<file path="src/rtl/fc_pkg.sv">
package fc_pkg;
    typedef enum logic {TX_GO, TX_HOLD} tx_state_e;
    typedef enum logic {RTS_ASSERT, RTS_HALT} rts_state_e;
    typedef enum logic {FLAG_CLEAR, FLAG_RAISED} flag_state_e;
endpackage

</file>
<file path="src/rtl/fc_tx_gate.sv">
module fc_tx_gate
    import fc_pkg::*;
(
    input  logic clk,
    input  logic rst_n,
    input  logic enable,
    input  logic cts_pin,
    input  logic tx_boundary,
    output logic tx_permit
);
    tx_state_e state_q, state_d;

    always_ff @(posedge clk or negedge rst_n) begin
        if (!rst_n) state_q <= TX_GO;
        else        state_q <= state_d;
    end

    always_comb begin
        state_d = state_q;
        unique case (state_q)
            TX_GO:   if (enable && cts_pin && tx_boundary) state_d = TX_HOLD;  // GO_TO_HOLD
            TX_HOLD: if (!enable || !cts_pin)              state_d = TX_GO;    // HOLD_TO_GO
            default: state_d = TX_GO;
        endcase
    end

    always_comb tx_permit = (state_q == TX_GO);

    AST_CTS_IGNORED: assert property (@(posedge clk) disable iff (!rst_n)
        !enable |=> tx_permit);
    AST_CTS_STOP: assert property (@(posedge clk) disable iff (!rst_n)
        (enable && cts_pin && tx_boundary) |=> !tx_permit);
    AST_STOP_AT_BOUNDARY: assert property (@(posedge clk) disable iff (!rst_n)
        $fell(tx_permit) |-> $past(tx_boundary));
    AST_CTS_RESUME: assert property (@(posedge clk) disable iff (!rst_n)
        (!tx_permit && !cts_pin) |=> tx_permit);
endmodule

</file>
<file path="src/rtl/fc_rts_ctrl.sv">
module fc_rts_ctrl
    import fc_pkg::*;
#(
    parameter int THR_W     = 4,
    parameter int LVL_W     = 7,
    parameter int THR_SCALE = 4
) (
    input  logic             clk,
    input  logic             rst_n,
    input  logic             enable,
    input  logic [THR_W-1:0] halt_thr,
    input  logic [THR_W-1:0] restore_thr,
    input  logic [LVL_W-1:0] rx_level,
    input  logic             sw_rts_level,
    output logic             rts_pin
);
    rts_state_e       state_q, state_d;
    logic [LVL_W-1:0] halt_cnt, restore_cnt;
    logic             band_ok, release_ok;

    always_comb begin
        halt_cnt    = LVL_W'(halt_thr) * LVL_W'(THR_SCALE);
        restore_cnt = LVL_W'(restore_thr) * LVL_W'(THR_SCALE);
        band_ok     = (restore_thr < halt_thr);
        release_ok  = band_ok ? (rx_level <= restore_cnt) : (rx_level < halt_cnt);
    end

    always_ff @(posedge clk or negedge rst_n) begin
        if (!rst_n) state_q <= RTS_ASSERT;
        else        state_q <= state_d;
    end

    always_comb begin
        state_d = state_q;
        unique case (state_q)
            RTS_ASSERT: if (enable && rx_level >= halt_cnt) state_d = RTS_HALT;   // ASSERT_TO_HALT
            RTS_HALT:   if (!enable || release_ok)          state_d = RTS_ASSERT; // HALT_TO_ASSERT
            default:    state_d = RTS_ASSERT;
        endcase
    end

    always_comb rts_pin = enable ? (state_q == RTS_HALT) : sw_rts_level;

    AST_RTS_HALT: assert property (@(posedge clk) disable iff (!rst_n)
        (enable && rx_level >= halt_cnt) |=> (!enable || rts_pin));
    AST_RTS_RESTORE: assert property (@(posedge clk) disable iff (!rst_n)
        (enable && rts_pin && band_ok && rx_level <= restore_cnt) |=> (!enable || !rts_pin));
    AST_RTS_HOLD: assert property (@(posedge clk) disable iff (!rst_n)
        (enable && rts_pin && band_ok && rx_level > restore_cnt) |=> (!enable || rts_pin));
    AST_RTS_COLLAPSED: assert property (@(posedge clk) disable iff (!rst_n)
        (enable && rts_pin && !band_ok && rx_level < halt_cnt) |=> (!enable || !rts_pin));
endmodule

</file>
<file path="src/rtl/fc_char_match.sv">
module fc_char_match
    import fc_pkg::*;
#(
    parameter int DATA_W = 8
) (
    input  logic              clk,
    input  logic              rst_n,
    input  logic              enable,
    input  logic [DATA_W-1:0] xoff2_val,
    input  logic              rx_strobe,
    input  logic [DATA_W-1:0] rx_data,
    input  logic              spec_clr,
    output logic              spec_flag
);
    flag_state_e state_q, state_d;
    logic        hit;

    always_comb hit = enable && rx_strobe && (rx_data == xoff2_val);

    always_ff @(posedge clk or negedge rst_n) begin
        if (!rst_n) state_q <= FLAG_CLEAR;
        else        state_q <= state_d;
    end

    always_comb begin
        state_d = state_q;
        unique case (state_q)
            FLAG_CLEAR:  if (hit)              state_d = FLAG_RAISED; // CLEAR_TO_RAISED
            FLAG_RAISED: if (spec_clr && !hit) state_d = FLAG_CLEAR;  // RAISED_TO_CLEAR
            default:     state_d = FLAG_CLEAR;
        endcase
    end

    always_comb spec_flag = (state_q == FLAG_RAISED);

    AST_MATCH_SETS: assert property (@(posedge clk) disable iff (!rst_n)
        hit |=> spec_flag);
    AST_FLAG_STICKY: assert property (@(posedge clk) disable iff (!rst_n)
        (spec_flag && !spec_clr) |=> spec_flag);
    AST_FLAG_CLEAR: assert property (@(posedge clk) disable iff (!rst_n)
        (spec_clr && !(enable && rx_strobe && rx_data == xoff2_val)) |=> !spec_flag);
    AST_NO_FALSE_SET: assert property (@(posedge clk) disable iff (!rst_n)
        (!spec_flag && !(enable && rx_strobe && rx_data == xoff2_val)) |=> !spec_flag);
endmodule

</file>
<file path="src/rtl/uart_flow_ctrl.sv">
module uart_flow_ctrl #(
    parameter int DATA_W    = 8,
    parameter int THR_W     = 4,
    parameter int THR_SCALE = 4,
    parameter int LVL_W     = 7
) (
    input  logic              clk,
    input  logic              rst_n,
    input  logic              auto_cts_en,
    input  logic              auto_rts_en,
    input  logic              spec_det_en,
    input  logic [THR_W-1:0]  halt_thr,
    input  logic [THR_W-1:0]  restore_thr,
    input  logic [DATA_W-1:0] xoff2_val,
    input  logic [LVL_W-1:0]  rx_level,
    input  logic              rx_strobe,
    input  logic [DATA_W-1:0] rx_data,
    input  logic              cts_pin,
    input  logic              tx_boundary,
    input  logic              sw_rts_level,
    input  logic              spec_clr,
    output logic              rts_pin,
    output logic              tx_permit,
    output logic              spec_flag
);
    fc_tx_gate u_tx_gate (
        .clk(clk), .rst_n(rst_n), .enable(auto_cts_en), .cts_pin(cts_pin),
        .tx_boundary(tx_boundary), .tx_permit(tx_permit)
    );

    fc_rts_ctrl #(.THR_W(THR_W), .LVL_W(LVL_W), .THR_SCALE(THR_SCALE)) u_rts_ctrl (
        .clk(clk), .rst_n(rst_n), .enable(auto_rts_en), .halt_thr(halt_thr),
        .restore_thr(restore_thr), .rx_level(rx_level), .sw_rts_level(sw_rts_level),
        .rts_pin(rts_pin)
    );

    fc_char_match #(.DATA_W(DATA_W)) u_char_match (
        .clk(clk), .rst_n(rst_n), .enable(spec_det_en), .xoff2_val(xoff2_val),
        .rx_strobe(rx_strobe), .rx_data(rx_data), .spec_clr(spec_clr),
        .spec_flag(spec_flag)
    );

    AST_RESET_STATE: assert property (@(posedge clk)
        $rose(rst_n) |-> (tx_permit && !spec_flag));
endmodule

</file>
<file path="config.mk">
export PLATFORM = sky130hd
export DESIGN_NAME = uart_flow_ctrl
export DESIGN_NICKNAME = d
export VERILOG_FILES = /design/src/rtl/fc_pkg.sv /design/src/rtl/fc_tx_gate.sv /design/src/rtl/fc_rts_ctrl.sv /design/src/rtl/fc_char_match.sv /design/src/rtl/uart_flow_ctrl.sv
export SDC_FILE = /design/constraint.sdc
export NUM_CORES = 1
export LEC_CHECK = 0
export ABC_AREA = 1
export BUFFER_PORTS_ARGS = -buffer_cell sky130_fd_sc_hd__clkbuf_2
export CORE_UTILIZATION = 40
export CTS_BUF_LIST = sky130_fd_sc_hd__clkbuf_16
export DETAILED_ROUTE_END_ITERATION = 8
export GPL_TIMING_DRIVEN = 0
export PLACE_DENSITY_LB_ADDON = 0.2
export SETUP_SLACK_MARGIN = 0.15
export SLEW_MARGIN = 10
export SYNTH_ARGS = -nofsm -noshare
export SYNTH_HDL_FRONTEND = slang
export SYNTH_SLANG_ARGS = --single-unit
</file>
<file path="constraint.sdc">
create_clock -name clk -period 1 [get_ports clk]
set_clock_uncertainty 0.15 [all_clocks]
set_input_delay 0.05 -clock clk [delete_from_list [all_inputs] [get_ports clk]]
set_output_delay 0.05 -clock clk [all_outputs]
set_load 0.005 [all_outputs]
</file>
==> summary.txt, run 1 <==
Run status
  – Status: finished with violations
  – Failing checks: negative hold slack, negative setup slack

Final layout
  – Fin cells: 167
  – Synthesis-to-layout area growth: 72.2%
  – Share of layout cells above drive strength 1: 42.1%
  – Most common cell after layout, fill and taps aside: clkbuf_2
  – Leading cell types in the layout, fill and taps excluded: clkbuf_2, nand2_1, inv_1, nor2_1
  – N_diodes: 0
  – Nets@finish: 205

Logic synthesis
  – Ys Warns: 0
  – Post-synth top area share: ~22%
  – Mapped Nets: approximately 150
  – Seq cells post-synth: 3
  – Cells after synthesis: just over 100
  – Post-Syn Area: 616 um2
  – Largest area contributor in the netlist: ha_1
  – Dominant cells by area after synthesis: ha_1, nand2_1, inv_1, dfrtp_1, nand3_1
  – Unique masters post-synth: 18
  – Avg Cell Area, Syn: 6.04 um2
  – Seq/Total Area, Yosys: 12.2%

Detailed routing
  – Drt via density: between 4 and 5
  – DRC: 0
  – WL final: 1580 um
  – WL per Instance: 9.48 um
  – Initial DRC count: 6
  – First drt pass iteration count: 4
  – Post-route ant nets: 0
  – Via count: 754

Floorplanning
  – Die Wd: 41.2 um
  – Core Area: 1370 um2
  – IO Pins: 44
  – Die Y: 41.2 um
  – # rows: 13
  – Initial Util: 45.1%
  – DIE AREA: about 1700 um2

Worst setup path
  – Crit-path cells: nand2_2 -> nand2_1 -> clkbuf_2
  – Crit path DAT: between 800 and 900 ps
  – Crit path capture type: primary output
  – Startpoint types: flop
  – Critical Path RT: about 800 ps
  – Max FO, Critical Path: 2
  – Worst path max stage delay: 390 ps
  – Critical path type: reg -> out
  – Slowest CP cell: dfrtp_1

GRT
  – First-pass GRT wire length: 2190 um
  – Overall routing resource usage: 19.6%
  – Initial antenna violation count: 0
  – Vias in the first global route: roughly 600
  – Pin count of the biggest net entering global routing: 5
  – Congestion Overflow GR: 0

Place
  – DP Cell Count: 160
  – Post-DP HPWL: 1260 um
  – Routability Congestion: 0.774
  – Port Buffer Count: 43

Clock tree
  – CTS tree: yes
  – Clock sinks: 3
  – CTS Hold Bufs: 3
  – CTS buffer count: 3
  – Clk slew on worst S/H paths: 30 ps
  – Max clock buf depth: 2
  – Post-CTS Setup Bufs: 0
  – Clk_lat worst skew: 220 ps
  – H-tree levels: 1
  – Root Buffer: clkbuf_16

Min path
  – Hold WC Path Type: in -> reg

Timing
  – RSZ-0062 raised after global routing: yes
  – Max Clock Freq: ~960 MHz
  – Final Cycle Share: 105%
  – Slew Limit Fails: 0
  – Worst-Margin Slew: 162 ps
  – Fin. Hold Viols: 2
  – TNS Setup: -48.5 ps
  – Tmin final: 1050 ps
  – Fin worst setup slack: -45.9 ps
  – Slew Limit Headroom: 89.2%
  – Worst hold slack: -70.3 ps
  – Finish-stage setup viols: 2

Pwr
  – Combinational Power Share: approximately a third
  – Sequential share of power: 12.4%
  – Peak VDD IR: 0.000800 V
  – Sw Share: 25.9%
  – Clock network power share: 56.2%
  – Sw power: around 290 uW
  – Internal: around 830 uW
  – Leakage: 0.000656 uW
  – Power Density: 1060 nW/um2

Run
  – # Max-Cap Violations: 0
-- worst paths after layout --
check	slack [ps]	to	from	cells past startpoint
min reg2reg	340	u_char_match.spec_flag$_DFF_PN0_	u_char_match.spec_flag$_DFF_PN0_	2
min	-70	u_char_match.spec_flag$_DFF_PN0_	spec_clr	4
max in group asynchronous	550	u_rts_ctrl.state_q$_DFF_PN0_	rst_n	2
min in group asynchronous	30	u_char_match.spec_flag$_DFF_PN0_	rst_n	2
max	-50	rts_pin	u_rts_ctrl.state_q$_DFF_PN0_	3
max reg2reg	110	u_rts_ctrl.state_q$_DFF_PN0_	u_rts_ctrl.state_q$_DFF_PN0_	4
-- cell usage after synthesis (all sizes together) --
cell type,n
nand2,32
inv,26
ha,11
nor2,10
nand3,6
dfrtp,3
xor2,3
nand4,2
nor3,2
o21ai,2
a21boi,1
a21oi,1
o211a,1
o21a,1
or2,1
-- critical path, delay by kind of cell, from the launching register on --
kind | cells | cell delay [ps]
flip-flops | 1 | 390
AND/OR/NAND/NOR | 2 | 130
buffers and inverters | 1 | 100
-- cells by family after synthesis --
| kind of cell | after synthesis | synth area share (%) |
|---|---|---|
| AO/OA/AOI/OAI | 6 | 7.11 |
| XOR/XNOR | 3 | 4.27 |
| adder cells (fa/ha/maj) | 11 | 22.4 |
| buffers and inverters | 26 | 15.9 |
| flip-flops | 3 | 12.2 |
| AND/OR/NAND/NOR | 53 | 38.2 |
-- area by class of cell --
| type | count | area [um2] |
|---|---|---|
| clock buffers | 3 | 75.1 |
| flip-flops and latches | 3 | 75.1 |
| multi-input cells | 73 | 523 |
| well taps | 15 | 18.8 |
| inverters | 26 | 101 |
| fillers | 98 | 307 |
| clock inverters | 1 | 3.75 |
| repair buffers | 46 | 263 |
-- repair_timing --
action                                  CTS  global route
pin swaps                                 6             8
endpoints found under the hold margin     5             2
endpoints found under the setup margin    5             5
resized for setup                         2             8
-- flip-flops by register name, summed over array words and instances (netlist names) --
signal                  cells
u_char_match.spec_flag      1
u_tx_gate.state_q           1
u_rts_ctrl.state_q          1
-- stage by stage --
| stage | util (%) | cell area [um2] | hold WS [ps] | setup slack, ps | power, uW |
|---|---|---|---|---|---|
| finish | 77.6 | 1060 | -70.3 | -45.9 | 1120 |
| global route | 77.6 | 1060 | -62.6 | -76.3 | 1200 |
| CTS | 75.6 | 1030 | -68.7 | -64.2 | 1110 |
| detailed placement | 67.0 | 916 | -296 | -246 | 461 |
| global placement | 67.0 | 916 | -300 | -239 | 448 |
| floorplan | - | 682 | -396 | -47.0 | 326 |
-- metal layers --
metal	wire, um	track usage [%]	vias to the layer above
li1	-	-	410
met1	591	18.6	317
met2	895	42.6	27
met3	96	1.63	0
met4	0	4.84	0
met5	0	0	-
-- power groups by stage --
stage | logic (uW) | registers, uW | clock network [uW]
6_report | 352 | 139 | 629
5_1_grt | 406 | 140 | 656
4_1_cts | 340 | 138 | 632
3_5_place_dp | 323 | 138 | 0
3_3_place_gp | 311 | 137 | 0
2_1_floorplan | 190 | 136 | 0
Note: power is estimated with default switching activity, not from simulation.
==> inputs of run 2 (changes only) <==
ABC_AREA = unset   (was 1)
CORE_UTILIZATION = 36   (was 40)
==> summary.txt, run 2 <==
Worst setup path
  – Worst R2R Path Depth: 4
  – Reg2reg end: u_rts_ctrl.state_q$_DFF_PN0_
  – Startpoint types: flop
  – Crit-path cells: or4b_1 -> a21oi_1 -> or4_1 -> o2bb2ai_1
  – Slowest CP cell: or4b_1
  – Worst r2r src: u_rts_ctrl.state_q$_DFF_PN0_
  – CP top delay family: simple AND/OR/NAND/NOR gates
  – Crit path buffers/inverters: 0
  – Crit path capture type: flop
  – CP Depth: 4
  – Crit path DAT: approximately 1400 ps
  – Max FO, Critical Path: 3
  – Worst path max stage delay: around 470 ps
  – Critical Path RT: 990 ps
  – Critical path type: reg -> reg
  – R2r setup slk: -450 ps

Clock tree
  – Clk slew on worst S/H paths: ~30 ps
  – H-tree levels: 1
  – Max clock buf depth: 2
  – CTS Hold Bufs: 2
  – CTS tree: yes
  – Post-CTS Setup Bufs: 0
  – CTS buffer count: 3
  – Root Buffer: clkbuf_16
  – Clock sinks: 3
  – Clk_lat worst skew: 220 ps

Final layout
  – Most common cell after layout, fill and taps aside: clkbuf_2
  – Nets@finish: 160
  – Leading cell types in the layout, fill and taps excluded: clkbuf_2, inv_1, ha_1, xnor2_1
  – Share of layout cells above drive strength 1: 50.5%
  – N_diodes: 0
  – Synthesis-to-layout area growth: 76.2%
  – FILL cells: 123

Timing
  – Slew Limit Headroom: 76.1%
  – Worst-Margin Slew: around 360 ps
  – Fin worst setup slack: -446 ps
  – RSZ-0062 raised after global routing: yes
  – Finish-stage setup viols: 2
  – Worst hold slack: -116 ps
  – Final Cycle Share: 145%
  – TNS Setup: -627 ps
  – Tmin final: 1450 ps
  – Max Clock Freq: 692 MHz
  – Fin. Hold Viols: 3
  – Slew Limit Fails: 0

Min path
  – Hold endpoint: u_char_match.spec_flag$_DFF_PN0_
  – Hold depth: 2
  – HP Start: spec_clr
  – Hold WC Path Type: in -> reg

Detailed routing
  – Post-route ant nets: 0
  – Via count: 590
  – Initial DRC count: 3
  – DRC: 0
  – Drt via density: 4.84
  – First drt pass iteration count: 2
  – WL per Instance: 11.4 um
  – WL final: between 1000 and 1500 um

Logic synthesis
  – Avg Cell Area, Syn: 8.61 um2
  – Cells after synthesis: just under 60
  – Dominant cells by area after synthesis: ha_1, dfrtp_1, xnor2_1, xor2_1, inv_1
  – Post-synth top area share: 27.6%
  – Post-Syn Area: 499 um2
  – Count leader, synth: ha_1
  – Largest area contributor in the netlist: ha_1
  – Seq/Total Area, Yosys: 15.0%
  – Async SR Flop Fraction: between 90% and 100%
  – Top_reg_cell synth: dfrtp_1
  – Commonest cells in the netlist: ha_1, inv_1, a21oi_1, xnor2_1, xor2_1
  – Post-synth EDFFs: 0
  – Seq cells post-synth: 3
  – Unique masters post-synth: 23
  – Ys Warns: 0
  – Mapped Nets: 110

Floorplanning
  – # rows: 13
  – Core Area: ~1300 um2
  – Initial Util: 38.4%
  – IO Pins: 44
  – DIE AREA: around 1500 um2
  – Die Wd: around 39 um
  – Die Y: 39.2 um

Pwr
  – Power Density: 1190 nW/um2
  – Sw power: 240 uW
  – Sw Share: 22.9%
  – Leakage: 0.000496 uW
  – Sequential share of power: 13.2%
  – Peak VDD IR: 0.000577 V
  – Clock network power share: around 60%
  – Combinational Power Share: 27.1%
  – Internal: 810 uW

GRT
  – Congestion Overflow GR: 0
  – Pin count of the biggest net entering global routing: 4
  – Initial antenna violation count: 0
  – Overall routing resource usage: 18.7%
  – Vias in the first global route: 567
  – First-pass GRT wire length: 1980 um

Place
  – DP Worst Slack: -610 ps
  – Routability Congestion: 0.695
  – Post-DP HPWL: roughly 1100 um
  – Port Buffer Count: 43

Run status
  – Failing checks: negative hold slack, negative setup slack
  – Status: finished with violations

Run
  – # Max-Cap Violations: 0
-- run 2: cells by family after synthesis --
kind of cell / after synthesis / synth area share [%]
simple gates: 15 / 19.8
xor+xnor: 8 / 14.0
fa+ha+maj: 11 / 27.6
buf+inv: 9 / 6.77
compound gates: 11 / 14.5
mux: 1 / 2.26
flops: 3 / 15.0
-- run 2: worst reg2reg max path, delay by kind of cell, from the launching register on --
| kind | cells | cell delay [ps] |
|---|---|---|
| compound gates | 2 | 240 |
| simple gates | 2 | 580 |
| flops | 1 | 390 |
-- run 2: layout make-up --
class                   count  area (um2)  area share [%]
clock buffers               3        75.1            8.53
flip-flops and latches      3        75.1            8.53
multi-input cells          46         429            48.8
inverters                   9        33.8            3.84
well taps                  15        18.8            2.13
repair buffers             45         244            27.7
clock inverters             1        3.75           0.427
-- run 2: repair_timing --
action / 4_1_cts / 5_1_grt
endpoints found under the setup margin: 5 / 6
gates resized for setup: 1 / 7
pin swaps: 5 / 2
endpoints found under the hold margin: 6 / 3
-- run 2: power groups by stage --
stage / clock [uW] / sequential [uW] / combinational [uW]
2_1_floorplan: 0 / 137 / 126
3_5_place_dp: 0 / 140 / 245
4_1_cts: 630 / 140 / 260
3_3_place_gp: 0 / 141 / 238
5_1_grt: 644 / 140 / 325
6_report: 627 / 139 / 285
-- run 2: per-layer routing --
layer	routed length [um]	vias up	track usage, %
li1	-	305	-
met3	59	0	1.16
met5	0	-	0
met4	0	0	13.8
met2	804	16	34.2
met1	524	269	19.7
-- run 2: metrics by stage --
step	util [%]	cells	hold WS [ps]	instance area (um2)	power [uW]
6_report	67.6	122	-116	880	1050
5_1_grt	67.6	122	-116	880	1110
4_1_cts	64.3	122	-116	837	1030
3_5_place_dp	56.3	116	-298	733	385
3_3_place_gp	56.3	116	-301	733	379
2_1_floorplan	-	58	-396	499	263
-- run 2: how the worst max path moves through the flow --
stage,startpoint,endpoint,slack (ps)
floorplan,halt_thr[2],u_rts_ctrl.state_q$_DFF_PN0_,-450
global placement,halt_thr[2],u_rts_ctrl.state_q$_DFF_PN0_,-590
detailed placement,halt_thr[2],u_rts_ctrl.state_q$_DFF_PN0_,-610
CTS,u_rts_ctrl.state_q$_DFF_PN0_,u_rts_ctrl.state_q$_DFF_PN0_,-460
global route,u_rts_ctrl.state_q$_DFF_PN0_,u_rts_ctrl.state_q$_DFF_PN0_,-510
finish,u_rts_ctrl.state_q$_DFF_PN0_,u_rts_ctrl.state_q$_DFF_PN0_,-450
==> inputs of run 3 (changes only) <==
REMOVE_ABC_BUFFERS = 1   (was unset)
==> summary.txt, run 3 (same netlist as run 2, synthesis figures left out) <==
Final layout
  – Final Core Density: 69.4%
  – Nets@finish: 161
  – N_diodes: 0
  – Most common cell after layout, fill and taps aside: clkbuf_2
  – FILL cells: 109
  – Leading cell types in the layout, fill and taps excluded: clkbuf_2, ha_1, inv_1, xnor2_1, a21oi_1
  – Synthesis-to-layout area growth: 81.0%
  – Share of layout cells above drive strength 1: 50.9%
  – Final non-filler cell area: 903 um2

Min path
  – Hold WC Path Type: in -> reg
  – HP Start: spec_clr

GRT
  – Congestion Overflow GR: 0
  – First-pass GRT wire length: 2020 um
  – Pin count of the biggest net entering global routing: 4
  – Vias in the first global route: 563
  – Initial antenna violation count: 0
  – Overall routing resource usage: 19.3%

Timing
  – Fin. Hold Viols: 3
  – Slew Limit Headroom: 81.8%
  – RSZ-0062 raised after global routing: yes
  – Max Clock Freq: 700 MHz
  – TNS Setup: -606 ps
  – Final Cycle Share: 143%
  – Fin worst setup slack: -428 ps
  – Slew Limit Fails: 0
  – Tmin final: 1430 ps
  – Worst-Margin Slew: 271 ps
  – Worst hold slack: -117 ps
  – Finish-stage setup viols: 2

Clock tree
  – Max clock buf depth: 2
  – H-tree levels: 1
  – Root Buffer: clkbuf_16
  – CTS tree: yes
  – Post-CTS Setup Bufs: 0
  – CTS Hold Bufs: 3
  – Clk slew on worst S/H paths: 30 ps
  – Clock sinks: 3
  – CTS buffer count: 3
  – Clk_lat worst skew: 220 ps

Detailed routing
  – First drt pass iteration count: 2
  – Post-route ant nets: 0
  – WL per Instance: between 10 and 15 um
  – Initial DRC count: 1
  – Via count: 590
  – DRC: 0
  – WL final: approximately 1300 um
  – Drt via density: 4.80

Worst setup path
  – Crit-path cells: or4b_1 -> a21oi_1 -> or4_1 -> o2bb2ai_2
  – Critical Path RT: 1000 ps
  – Slowest CP cell: or4b_1
  – Max FO, Critical Path: 3
  – Worst path max stage delay: 480 ps
  – Crit path DAT: 1430 ps
  – Worst r2r src: u_rts_ctrl.state_q$_DFF_PN0_
  – CP startpoint: u_rts_ctrl.state_q$_DFF_PN0_
  – Critical path type: reg -> reg
  – Crit path capture type: flop
  – Startpoint types: flop

Pwr
  – Sw power: 248 uW
  – Sequential share of power: a little over an eighth
  – Combinational Power Share: between 20% and 30%
  – Peak VDD IR: between 0.0005 and 0.0006 V
  – Leakage: 0.000504 uW
  – Total power draw: between 1000 and 1500 uW
  – Sw Share: 23.3%
  – Power Density: 1180 nW/um2
  – Clock network power share: 59.5%
  – Internal: a little over 800 uW

Floorplanning
  – Die Y: around 39 um
  – # rows: 13
  – Die Wd: 39.2 um
  – IO Pins: 44
  – Initial Util: 38.4%
  – Core Area: 1300 um2
  – DIE AREA: 1540 um2

Run status
  – Status: finished with violations
  – Failing checks: negative hold slack, negative setup slack

Place
  – Post-DP Area: around 730 um2
  – Port Buffer Count: between 40 and 50
  – Post-DP HPWL: 1070 um
  – Routability Congestion: 0.658

Run
  – # Max-Cap Violations: 0
-- run 3: cell type report --
cell class / count / area (um2) / share of cell area [%]
clock buffers: 3 / 75.1 / 8.31
repair buffers: 46 / 256 / 28.4
well taps: 15 / 18.8 / 2.08
clock inverters: 1 / 3.75 / 0.416
flip-flops and latches: 3 / 75.1 / 8.31
inverters: 9 / 33.8 / 3.74
multi-input cells: 46 / 440 / 48.8
-- run 3: path summary, 6_finish.rpt --
check	endpoint	slack, ps	cells past startpoint
hold reg to reg	u_tx_gate.state_q$_DFF_PN0_	350	1
max in group asynchronous	u_char_match.spec_flag$_DFF_PN0_	580	2
min in group asynchronous	u_tx_gate.state_q$_DFF_PN0_	10	2
setup reg to reg	u_rts_ctrl.state_q$_DFF_PN0_	-430	4
setup / recovery	u_rts_ctrl.state_q$_DFF_PN0_	-430	4
hold / removal	u_char_match.spec_flag$_DFF_PN0_	-120	2
-- run 3: power by group through the flow --
| stage | combinational (uW) | clock (uW) | sequential (uW) |
|---|---|---|---|
| 2_1_floorplan | 126 | 0 | 137 |
| 3_3_place_gp | 238 | 0 | 141 |
| 3_5_place_dp | 244 | 0 | 139 |
| 4_1_cts | 266 | 647 | 139 |
| 5_1_grt | 337 | 657 | 140 |
| 6_report | 292 | 633 | 138 |
-- run 3: per-layer routing --
layer	wire length, um	GRT usage [%]	part of all wire (%)
met5	0	0	0
met3	58	2.31	4.5
met2	747	39.2	58
met1	493	18.8	38
met4	0	7.76	0
-- run 3: timing repair --
item                                   CTS  global route
endpoints found under the hold margin    6             3
gates resized for setup                  2            11
setup endpoints to repair                5             6
pin swaps                                6             5
-- run 3: worst max-delay path, delay by kind of cell (launching register included) --
family | cells | cell delay, ps
flip-flops | 1 | 380
AND/OR/NAND/NOR | 2 | 600
AO/OA/AOI/OAI | 2 | 220
-- run 3: per-stage QoR --
step | setup WS (ps) | hold slack, ps | std cells
2_1_floorplan | -486 | -396 | 58
3_3_place_gp | -615 | -301 | 116
3_5_place_dp | -633 | -299 | 116
4_1_cts | -436 | -120 | 123
5_1_grt | -477 | -107 | 123
6_report | -428 | -117 | 123
